### src/rtl/ptw_pkg.sv
package ptw_pkg;

    localparam int PTE_BIT_V = 0;
    localparam int PTE_BIT_R = 1;
    localparam int PTE_BIT_W = 2;
    localparam int PTE_BIT_X = 3;

    typedef enum logic [2:0] {
        S_IDLE,
        S_L1_REQ,
        S_L1_WAIT,
        S_L2_REQ,
        S_L2_WAIT,
        S_RESP
    } walk_state_e;

    typedef enum logic [1:0] {
        ACC_LOAD  = 2'd0,
        ACC_STORE = 2'd1,
        ACC_FETCH = 2'd2
    } acc_e;

endpackage

### src/rtl/ptw_pte_decode.sv
module ptw_pte_decode
    import ptw_pkg::*;
#(
    parameter int DATA_W = 32,
    parameter int OFF_W  = 12
) (
    input  logic [DATA_W-1:0]       pte,
    input  logic [1:0]              acc,
    output logic                    present,
    output logic [2:0]              perm,
    output logic [DATA_W-OFF_W-1:0] ppn,
    output logic                    allowed
);

    logic unused_bits;
    assign unused_bits = ^pte[OFF_W-1:PTE_BIT_X+1];

    assign present = pte[PTE_BIT_V];
    assign perm    = {pte[PTE_BIT_X], pte[PTE_BIT_W], pte[PTE_BIT_R]};
    assign ppn     = pte[DATA_W-1:OFF_W];

    always_comb begin
        unique case (acc)
            ACC_LOAD:  allowed = perm[0];
            ACC_STORE: allowed = perm[1];
            ACC_FETCH: allowed = perm[2];
            default:   allowed = 1'b0;
        endcase
    end

endmodule

### src/rtl/ptw_addr_gen.sv
module ptw_addr_gen #(
    parameter int ADDR_W    = 32,
    parameter int OFF_W     = 12,
    parameter int IDX_W     = 10,
    parameter int PTE_SHIFT = 2
) (
    input  logic [ADDR_W-1:0]       root,
    input  logic [2*IDX_W-1:0]      vpn,
    input  logic [ADDR_W-OFF_W-1:0] table_ppn,
    input  logic                    second,
    output logic [ADDR_W-1:0]       addr
);

    logic [IDX_W-1:0]  idx;
    logic [ADDR_W-1:0] base;
    logic [ADDR_W-1:0] offs;

    always_comb begin
        idx  = second ? vpn[IDX_W-1:0] : vpn[2*IDX_W-1:IDX_W];
        base = second ? {table_ppn, {OFF_W{1'b0}}} : root;
        offs = ADDR_W'(idx) << PTE_SHIFT;
        addr = base + offs;
    end

endmodule

### src/rtl/ptw_walker.sv
module ptw_walker
    import ptw_pkg::*;
#(
    parameter int ADDR_W = 32,
    parameter int OFF_W  = 12,
    parameter int IDX_W  = 10,
    parameter int PTE_SZ = 4
) (
    input  logic                    clk,
    input  logic                    rst_n,
    input  logic [ADDR_W-1:0]       root_ptr,
    input  logic                    req_valid,
    output logic                    req_ready,
    input  logic [2*IDX_W-1:0]      req_vpn,
    input  logic [1:0]              req_acc,
    output logic                    mem_req,
    output logic [ADDR_W-1:0]       mem_addr,
    input  logic                    mem_ack,
    input  logic [ADDR_W-1:0]       mem_rdata,
    output logic                    rsp_valid,
    output logic [ADDR_W-OFF_W-1:0] rsp_ppn,
    output logic [2:0]              rsp_perm,
    output logic                    rsp_page_fault,
    output logic                    rsp_prot_fault
);

    localparam int PPN_W     = ADDR_W - OFF_W;
    localparam int VPN_W     = 2 * IDX_W;
    localparam int PTE_SHIFT = $clog2(PTE_SZ);

    walk_state_e state_q, state_d;

    logic [VPN_W-1:0]  vpn_q;
    logic [1:0]        acc_q;
    logic [ADDR_W-1:0] root_q;
    logic [PPN_W-1:0]  tbl_ppn_q;
    logic [PPN_W-1:0]  ppn_q;
    logic [2:0]        perm_q;
    logic              pf_q;
    logic              prot_q;

    logic              dec_present;
    logic [2:0]        dec_perm;
    logic [PPN_W-1:0]  dec_ppn;
    logic              dec_allowed;

    ptw_pte_decode #(.DATA_W(ADDR_W), .OFF_W(OFF_W)) u_dec (
        .pte     (mem_rdata),
        .acc     (acc_q),
        .present (dec_present),
        .perm    (dec_perm),
        .ppn     (dec_ppn),
        .allowed (dec_allowed)
    );

    ptw_addr_gen #(.ADDR_W(ADDR_W), .OFF_W(OFF_W), .IDX_W(IDX_W), .PTE_SHIFT(PTE_SHIFT)) u_agen (
        .root      (root_q),
        .vpn       (vpn_q),
        .table_ppn (tbl_ppn_q),
        .second    (state_q == S_L2_REQ),
        .addr      (mem_addr)
    );

    always_comb begin
        state_d = state_q;
        unique case (state_q)
            S_IDLE:    if (req_valid) state_d = S_L1_REQ;
            S_L1_REQ:  state_d = S_L1_WAIT;
            S_L1_WAIT: if (mem_ack) state_d = dec_present ? S_L2_REQ : S_RESP;
            S_L2_REQ:  state_d = S_L2_WAIT;
            S_L2_WAIT: if (mem_ack) state_d = S_RESP;
            S_RESP:    state_d = S_IDLE;
            default:   state_d = S_IDLE;
        endcase
    end

    always_ff @(posedge clk) begin
        if (!rst_n) state_q <= S_IDLE;
        else        state_q <= state_d;
    end

    always_ff @(posedge clk) begin
        if (!rst_n) begin
            vpn_q     <= '0;
            acc_q     <= '0;
            root_q    <= '0;
            tbl_ppn_q <= '0;
            ppn_q     <= '0;
            perm_q    <= '0;
            pf_q      <= 1'b0;
            prot_q    <= 1'b0;
        end else begin
            unique case (state_q)
                S_IDLE: if (req_valid) begin
                    vpn_q  <= req_vpn;
                    acc_q  <= req_acc;
                    root_q <= root_ptr;
                    ppn_q  <= '0;
                    perm_q <= '0;
                    pf_q   <= 1'b0;
                    prot_q <= 1'b0;
                end
                S_L1_WAIT: if (mem_ack) begin
                    if (dec_present) tbl_ppn_q <= dec_ppn;
                    else             pf_q      <= 1'b1;
                end
                S_L2_WAIT: if (mem_ack) begin
                    if (!dec_present) begin
                        pf_q <= 1'b1;
                    end else begin
                        ppn_q  <= dec_ppn;
                        perm_q <= dec_perm;
                        prot_q <= !dec_allowed;
                    end
                end
                default: ;
            endcase
        end
    end

    always_comb begin
        req_ready      = (state_q == S_IDLE);
        mem_req        = (state_q == S_L1_REQ) || (state_q == S_L2_REQ);
        rsp_valid      = (state_q == S_RESP);
        rsp_ppn        = ppn_q;
        rsp_perm       = perm_q;
        rsp_page_fault = pf_q;
        rsp_prot_fault = prot_q;
    end

endmodule

### config.mk
export PLATFORM = sky130hd
export DESIGN_NAME = ptw_walker
export DESIGN_NICKNAME = d
export VERILOG_FILES = /design/src/rtl/ptw_pkg.sv /design/src/rtl/ptw_pte_decode.sv /design/src/rtl/ptw_addr_gen.sv /design/src/rtl/ptw_walker.sv
export SDC_FILE = /design/constraint.sdc
export NUM_CORES = 1
export LEC_CHECK = 0
export CAP_MARGIN = 20
export CORE_MARGIN = 4
export CORE_UTILIZATION = 49
export CTS_BUF_LIST = sky130_fd_sc_hd__clkbuf_16
export CTS_CLUSTER_DIAMETER = 80
export DETAILED_ROUTE_END_ITERATION = 7
export HOLD_SLACK_MARGIN = 0.06
export PLACE_DENSITY = 0.86
export SYNTH_ARGS = -nofsm -noshare
export SYNTH_HDL_FRONTEND = slang
export SYNTH_HIERARCHICAL = 1
export SYNTH_SLANG_ARGS = --single-unit
### constraint.sdc
create_clock -name clk -period 5.8 [get_ports clk]
set_clock_uncertainty 0.1 [all_clocks]
set_input_delay 0.87 -clock clk [delete_from_list [all_inputs] [get_ports clk]]
set_output_delay 0.87 -clock clk [all_outputs]
set_load 0.03 [all_outputs]
# [After elaboration in Yosys (flattened, before gate mapping)]
# Cells that the tools add are included.
# Widths: inputs -> output; s select.
[word_totals] regBits=102 inputBits=90 wordCells=58
[op_classes] reduce_logical=12 muxes=23 n_eq_ne=13 add_sub_neg=1
[op_table] operator="$mux 20" n=3
[op_table] operator="$pmux 20 s2" n=1
[op_table] operator="$add 32x12->32" n=1
[op_table] operator="$mux 32" n=1
[op_table] operator="$mux 3" n=7
[op_table] operator="$pmux 3 s5" n=1
[op_table] operator="$mux 10" n=1
[op_table] operator="$ne 2x2->1 const B" n=5
[op_table] operator="$reduce_and 4->1" n=2
[op_table] operator="$eq 3x2->1 const B" n=2
[op_table] operator="$eq 3x3->1 const B" n=2
[op_table] operator="$pmux 3 s2" n=1
[op_table] operator="$reduce_and 3->1" n=2
[op_table] operator="$mux 1" n=5
[op_table] operator="$pmux 1 s2" n=2
[op_table] operator="$reduce_bool 2->1" n=2
[op_table] operator="$eq 3x1->1 const B" n=1
[op_table] operator="$logic_not 3->1" n=1
[op_table] operator="$pmux 1 s3" n=1
[op_table] operator="$eq 2x1->1 const B" n=1
[op_table] operator="$eq 2x2->1 const B" n=1
[op_table] operator="$logic_not 2->1" n=1
[op_table] operator="$ne 2x1->1 const B" n=1
[op_table] operator="$reduce_and 2->1" n=1
[op_table] operator="3 further kinds" n=3

# [Depth between registers and ports, before layout]
# Gate-level depths: netlist of the first run.
[logic_depth] ltp_word=6 ltp_mapped=18 depth_no_buf=12

# [Hierarchy]
# The synthesis of the first run kept the hierarchy.
[modules_own_cells] mod="ptw_walker" seq_area_each_um2=2042.0 area_each_um2=3938.8 n_inst=1 cells_per_inst=463
[modules_own_cells] mod="ptw_addr_gen" seq_area_each_um2=0.0 area_each_um2=1511.4 n_inst=1 cells_per_inst=204
[modules_own_cells] mod="ptw_pte_decode" seq_area_each_um2=0.0 area_each_um2=202.7 n_inst=1 cells_per_inst=27

# [Worst setup path before layout of the first run]
# OpenSTA, ideal clock, no wires.
[synth_timing] path_type="register to output" from="register state_q[0]" to="output port mem_addr[30]" slack_ps=500 path_stages_with_launch=19 path_buffers=6 t_required_ps=4830 t_arrival_ps=4330 cell_sequence="dfxtp_1 buf_6 nor2b_1 and2_1 buf_6 buf_8 buf_2 buf_2 buf_2 mux2_2 ha_1 inv_1 fa_1 nand2b_1 a21oi_1 o211ai_1 a2111oi_2 nand2_1 xor2_1"
[synth_between] elab_chain_len=3 word_cells_on_any_way=4 cone_classes="add/sub (1); eq/ne (1); mux (2)"
[synth_lines] element="start, declared" line="ptw_walker.sv:31" source="walk_state_e state_q, state_d;"
[synth_lines] element="start signal, assigned" line="ptw_walker.sv:79" source="else state_q <= state_d;"
[synth_lines] element="$eq 3x2->1 (*)" line="ptw_walker.sv:60" source=".second (state_q == S_L2_REQ),"
[synth_lines] element="$mux 32 / $mux 10 (equally long branches)" line="ptw_addr_gen.sv:20, ptw_addr_gen.sv:19"
[synth_lines] element="$add 32x12->32 (*)" line="ptw_addr_gen.sv:22" source="addr = base + offs;"
[synth_lines] element="end, declared" line="ptw_walker.sv:17" source="output logic [ADDR_W-1:0] mem_addr,"
# Every way passes the cells marked *; elsewhere a longest branch is shown, timed or not.

# [Worst setup path in the final report of the first run]
[layout_timing] from="register state_q[0]" to="output port mem_addr[20]"
# Same word-level chain as after synthesis.

==> qor.yml, run 1 <==
io_pins: 150
cts.root.buffer_cell: "clkbuf_16"
hold_violations: 0
crit_arrival_ps: 4580
endpoint_kind: "output port"
use_met3: 0.04439
avgRoutedWirePerCell_um: 15.75
p_seq_frac: 0.438
dpl.hpwl_um: 10560
p_per_area_nw_per_um2: 244.0
synth_top_family_by_area: "simple AND/OR/NAND/NOR gates"
finalSetupViolCount: 0
yosys_warnings: 6
yosys-top-cells-area: "dfxtp_1 (36%), nand2_1 (13%), a21boi_1 (9.3%), buf_4 (3.6%), nand3_1 (2.9%)"
n_fill_cell: 935
clock_path_buffers: 2
synth-simple-area-share: 0.2468
hold_ws_ps: 349.0
io_buffers: 141
synth-edff-count: 0
antenna_found_initial: 0
drtIter0Drc: 361
finalCritPeriodShare: 0.9575
gp_congestion: 0.8681
slew_headroom: 0.2935
dp_cells: 913
status: "completed"
syn_avg_cell_area_sq_um: 8.145
start_util: 0.5103
fp.dieArea_sq_um: 13320
final_max_slew_viol_count: 0
grt_pass1_wl_um: 22990
cts.sinks: 102
die_h_um: 115.4
crit_required_ps: 4830
critPathMaxFanout: 13
clk_pin_slew_ps: 70
drive_above_1_share: 0.06709
fmax_ghz: 0.1801
max_cap_violations: 0
diodes: 0
p_leak_nw: 2.593
grt_util_met2: 0.3777
busiest_layer: "met2"
cts_tree: "built"
yosysTopAreaCellShare: 0.3612
met1_usage: 0.2545
ys_types: 56
rsz0062_at_grt: "true"
total_power_mw: 1.741
cts_hold_buf: 0
core_sq_um: 11080
grt_pass1_vias: 4860
clock_latency_ps: 340
syn-num-nets: 795
ys_seq_area_frac: 0.3612
power.internal_mw: 1.209
synth_mux_area_frac: 0.04493
firstDrtPassIters: 5
netlist_instances: 694
post_cts.repair.setup_buffers: 0
synthAdderAreaFrac: 0.02568
path_class: "reg2out"
final_common_cell: "nand2_1"
synth_compound_area_frac: 0.1901
synth_area_sq_um: 5653
fin_cells: 930
combPwrFrac: 0.215
ys.flop_type: "dfxtp_1"
multi_input_area_sq_um: 3133
placementRows: 38
post_drt_via_cell_ratio: 5.455
drc: 0
seq_area_sq_um: 2042
synth_seq_cells: 102
grt_max_degree: 104
die_w_um: 115.4
overflow: 0
clkPwrFrac: 0.348
dp_worst_setup_slack_ps: 598.4
synth_xor_area_frac: 0.04338
fin_crit_ps: 5553
final_nets: 886
cp-start-kind: "register"
vias: 5073
ir_drop_mv: 0.1695
hold_path_class: "reg2reg"
ys_async_sr_fraction: 0
htreeDepth: 3
numCtsBuffers: 9
yosys.area.top_type: "dfxtp_1"
area_delta_synth_final_pct: 26.21
fin_ws_ps: 246.6
switching_share: 0.3053
layout_common_cells: "nand2_1 (191), clkdlybuf4s50_1 (140), dfxtp_1 (102), a21boi_1 (70), nand3_1 (33)"
switchingPower_mw: 0.5315
ctsResizeCount: 0
antenna_left: 0
grt_usage: 0.2141
totalWireLength_um: 14650
max_slew.worst_pin.slew_ps: 1056
## worst max-delay path, cell delays in order (launching register included)
cell,delay (ps)
dfxtp_1,550
nor2b_1,210
and2_2,370
buf_4,220
mux2_2,350
ha_1,370
a21oi_1,320
nand2_1,80
o211ai_1,410
a21oi_1,280
nand2_1,140
xor2_1,200
clkdlybuf4s50_1,710
## cells in the mapped netlist (2+ instances only)
| cell type | number |
|---|---|
| nand2_1 | 191 |
| buf_6 | 12 |
| nand2b_1 | 7 |
| nor2b_1 | 21 |
| nand4_1 | 4 |
| nor3_1 | 2 |
| nor3_2 | 2 |
| a21o_1 | 3 |
| xnor2_1 | 14 |
| o21ai_1 | 3 |
| o211ai_1 | 3 |
| nor2_1 | 15 |
| and2_1 | 3 |
| dfxtp_1 | 102 |
| mux2i_1 | 13 |
| a32oi_1 | 7 |
| clkbuf_1 | 12 |
| mux2_2 | 11 |
| buf_2 | 16 |
| nand3_1 | 33 |
| nand3b_1 | 6 |
| o21ai_0 | 31 |
| a21boi_0 | 6 |
| and3_1 | 4 |
| a21oi_1 | 20 |
| buf_4 | 27 |
| ha_1 | 10 |
| inv_1 | 5 |
| a21boi_1 | 70 |
| xor2_1 | 14 |
| a32o_1 | 2 |
## power groups by stage
stage	logic, mW	registers (mW)	clock network, mW
final	0.373	0.762	0.605
after global routing	0.403	0.766	0.651
after CTS	0.373	0.761	0.619
after detailed placement	0.371	0.778	0
after global placement	0.364	0.775	0
after floorplan	0.253	0.769	0
## path summary, 6_finish.rpt
| check | start | cells after the start | slack [ps] | end |
|---|---|---|---|---|
| max reg2reg | state_q[1] | 4 | 3780 | vpn_q[7] |
| min | root_q[4] | 2 | 350 | root_q[4] |
| max | state_q[0] | 12 | 250 | mem_addr[20] |
| min reg2reg | root_q[4] | 2 | 350 | root_q[4] |
## cells by family after synthesis
group                      count (synthesis)
adders and majority gates                 11
AOI/OAI and AO/OA                        155
muxes                                     24
xor gates and xnor gates                  28
DFF                                      102
and+or+nand+nor                          301
buffers and inverters                     73
## metal layers
metal  wire length (um)  part of all wire
met5                  0                 0
met4                329             0.022
met3                866             0.059
met2               7274              0.50
met1               6180              0.42
## registers in the layout (all words and copies together) (netlist names)
| name | cells |
|---|---|
| acc_q | 2 |
| root_q | 32 |
| rsp_page_fault | 1 |
| rsp_perm | 3 |
| rsp_ppn | 20 |
| rsp_prot_fault | 1 |
| state_q | 3 |
| tbl_ppn_q | 20 |
| vpn_q | 20 |
## final cells by class
| class | count | area share |
|---|---|---|
| multi-input combinational | 519 | 0.4391 |
| tap | 140 | 0.02455 |
| inverter | 5 | 0.002631 |
| clock buffer | 9 | 0.03157 |
| sequential | 102 | 0.2862 |
| timing repair buffer | 148 | 0.2050 |
| clock inverter | 7 | 0.01087 |
## stage by stage
stage,TNS [ps],utilization,instance area (sq um)
final,0,0.6440,7134
after global routing,-35.34,0.6440,7134
after CTS,0,0.6419,7111
after detailed placement,0,0.6145,6808
after global placement,0,0.6145,6808
after floorplan,0,-,5653
Note: power is estimated with default switching activity, not from simulation.
==> run 2: changes to the inputs <==
- SLEW_MARGIN: default -> 30
==> run 2 against run 1 <==
Clock power rose by 0.7%. Die area did not move. Register-to-register slack improved by 160 ps. Cell area rose by 0.12%. Final cell count did not move. Worst hold slack improved by 2.0 ps. Critical endpoint is now mem_addr[17]. Combinational power barely moved. Sequential share of layout area barely moved. Sequential cell count did not move. Sequential power barely moved. Clock-buffer cell count did not move. Core utilization rose by 0.079 points.
==> qor.yml, run 2 (synthesis results as in run 1) <==
status: "completed"  # unchanged
r2r-start: "state_q[1]"  # unchanged
reg2reg_depth: 4  # unchanged
core_sq_um: 11080  # unchanged
grt_pass1_vias: 4849  # was 4,860
final_common_cell: "nand2_1"  # unchanged
hold_start: "root_q[6]"  # was root_q[4]
antenna_found_initial: 0  # unchanged
cts_tree: "built"  # unchanged
hold_violations: 0  # unchanged
layout_common_cells: "nand2_1 (191), clkdlybuf4s50_1 (140), dfxtp_1 (101), a21boi_1 (70), nand3_1 (33)"  # was nand2_1 (191), clkdlybuf4s50_1 (140), dfxtp_1 (102), a21boi_1 (70), nand3_1 (33)
drive_above_1_share: 0.06835  # was 0.06709
avgRoutedWirePerCell_um: 15.92  # was 15.75 um
path_class: "reg2out"  # unchanged
grt_pass1_wl_um: 23540  # was 22,990 um
rr_endpoint: "tbl_ppn_q[17]"  # was vpn_q[7]
slew_headroom: 0.4326  # was 0.2935
die_w_um: 115.4  # unchanged
crit_required_ps: 4830  # about the same
finalSetupViolCount: 0  # unchanged
diodes: 0  # unchanged
ff2ff_setup_slack_ps: 3940  # was 3780 ps
fmax_ghz: 0.1812  # was 0.1801 GHz
fp.dieArea_sq_um: 13320  # unchanged
top_register: "root_q"  # unchanged
drtIter0Drc: 350  # was 361
hold_path_class: "reg2reg"  # unchanged
total_power_mw: 1.745  # was 1.741 mW
cts.root.buffer_cell: "clkbuf_16"  # unchanged
clk_pin_slew_ps: 70  # about the same
die_h_um: 115.4  # unchanged
rsz0062_at_grt: "false"  # was true
largest_reg_flops: 32  # unchanged
io_buffers: 141  # unchanged
fin_crit_ps: 5518  # was 5553 ps
totalWireLength_um: 14800  # was 14,650 um
htreeDepth: 3  # unchanged
crit_arrival_ps: 4550  # was 4580 ps
cts_hold_buf: 0  # unchanged
hold_path_end: "root_q[6]"  # was root_q[4]
max_cap_violations: 0  # unchanged
dpl.hpwl_um: 10590  # was 10,560 um
vias: 5056  # was 5,073
io_pins: 150  # unchanged
numCtsBuffers: 9  # unchanged
p_leak_nw: 2.594  # was 2.593 nW
overflow: 0  # unchanged
max_slew.worst_pin.slew_ps: 851.1  # was 1056 ps
post_drt_via_cell_ratio: 5.437  # was 5.455
grt_max_degree: 104  # unchanged
antenna_left: 0  # unchanged
area_delta_synth_final_pct: 26.36  # was 26.21%
placementRows: 38  # unchanged
start_util: 0.5103  # unchanged
drc: 0  # unchanged
clock_latency_ps: 340  # about the same
p_per_area_nw_per_um2: 244.2  # was 244.0 nW/um^2
firstDrtPassIters: 5  # unchanged
tns_ps: 0  # unchanged
ir_drop_mv: 0.1902  # was 0.1695 mV
cts.sinks: 102  # unchanged
final_max_slew_viol_count: 0  # unchanged
finalCritPeriodShare: 0.9513  # was 0.9575
endpoint_kind: "output port"  # unchanged
clock_path_buffers: 2  # unchanged
gp_congestion: 0.8681  # unchanged
grt_usage: 0.2176  # was 0.2141
hold_depth: 2  # unchanged
critPathMaxFanout: 13  # unchanged
final_nets: 886  # unchanged
cp-start-kind: "register"  # unchanged
startpoint: "state_q[1]"  # was state_q[0]
-- run 2: cell types whose count changed in the layout (fill, tap and decap cells not counted) --
| cell | delta |
|---|---|
| buf_4 | +1 |
| buf_6 | -1 |
| dfxtp_1 | -1 |
| dfxtp_2 | +1 |
| nand2_2 | -1 |
| nand2_4 | +1 |
| nor3_2 | -1 |
| nor3_4 | +1 |
-- run 2: repair_timing --
item	CTS	global route
endpoints found under the setup margin	0	3
gates resized for setup	0	2
setup buffers	0	1
hold endpoints to repair	0	0
-- run 2: cell type report --
type | instances | area, sq um
inverters | 5 | 18.77
clock buffers | 9 | 225.2
flip-flops and latches | 102 | 2043
multi-input cells | 519 | 3144
fillers | 937 | 3935
repair buffers | 148 | 1459
clock inverters | 7 | 77.57
well taps | 140 | 175.2
-- run 2: worst max-delay path by stage --
stage / to / depth (start not counted)
6_report: mem_addr[17] / 11
5_1_grt: mem_addr[28] / 13
4_1_cts: mem_addr[30] / 13
3_5_place_dp: mem_addr[30] / 13
3_3_place_gp: mem_addr[30] / 13
2_1_floorplan: mem_addr[30] / 18
-- run 2: metrics by stage --
| step | util | worst slack (ps) | hold slack, ps | instance area, sq um | std cells |
|---|---|---|---|---|---|
| floorplan | - | 499.7 | 330.5 | 5653 | 694 |
| global route | 0.6448 | 15.43 | 372.6 | 7143 | 930 |
| CTS | 0.6429 | 187.9 | 353.9 | 7122 | 929 |
| finish | 0.6448 | 282.4 | 351.0 | 7143 | 930 |
| global placement | 0.6145 | 650.5 | 336.0 | 6808 | 913 |
| detailed placement | 0.6155 | 599.4 | 342.8 | 6819 | 913 |
-- run 2: routing by layer --
metal / GRT usage / routed length (um) / vias to the layer above
met4: 0.06651 / 214 / 0
met2: 0.3947 / 7539 / 176
met5: 0 / 0 / -
li1: - / - / 2492
met1: 0.2599 / 6086 / 2373
met3: 0.04125 / 962 / 15
-- run 2: power breakdown --
part           switching, mW  internal [mW]  leakage [nW]
logic                  0.205          0.169          1.62
clock network          0.302          0.307         0.144
registers             0.0280          0.734         0.831
total                  0.535           1.21          2.59
-- run 2: critical path, stage by stage (launching register included) --
cell	delay, ps
dfxtp_1	620
and2_2	450
buf_4	220
mux2_2	350
ha_1	370
a21oi_1	350
a21oi_1	130
nand2b_1	280
o21ai_2	340
nor2_1	100
xnor2_1	270
clkdlybuf4s50_1	730
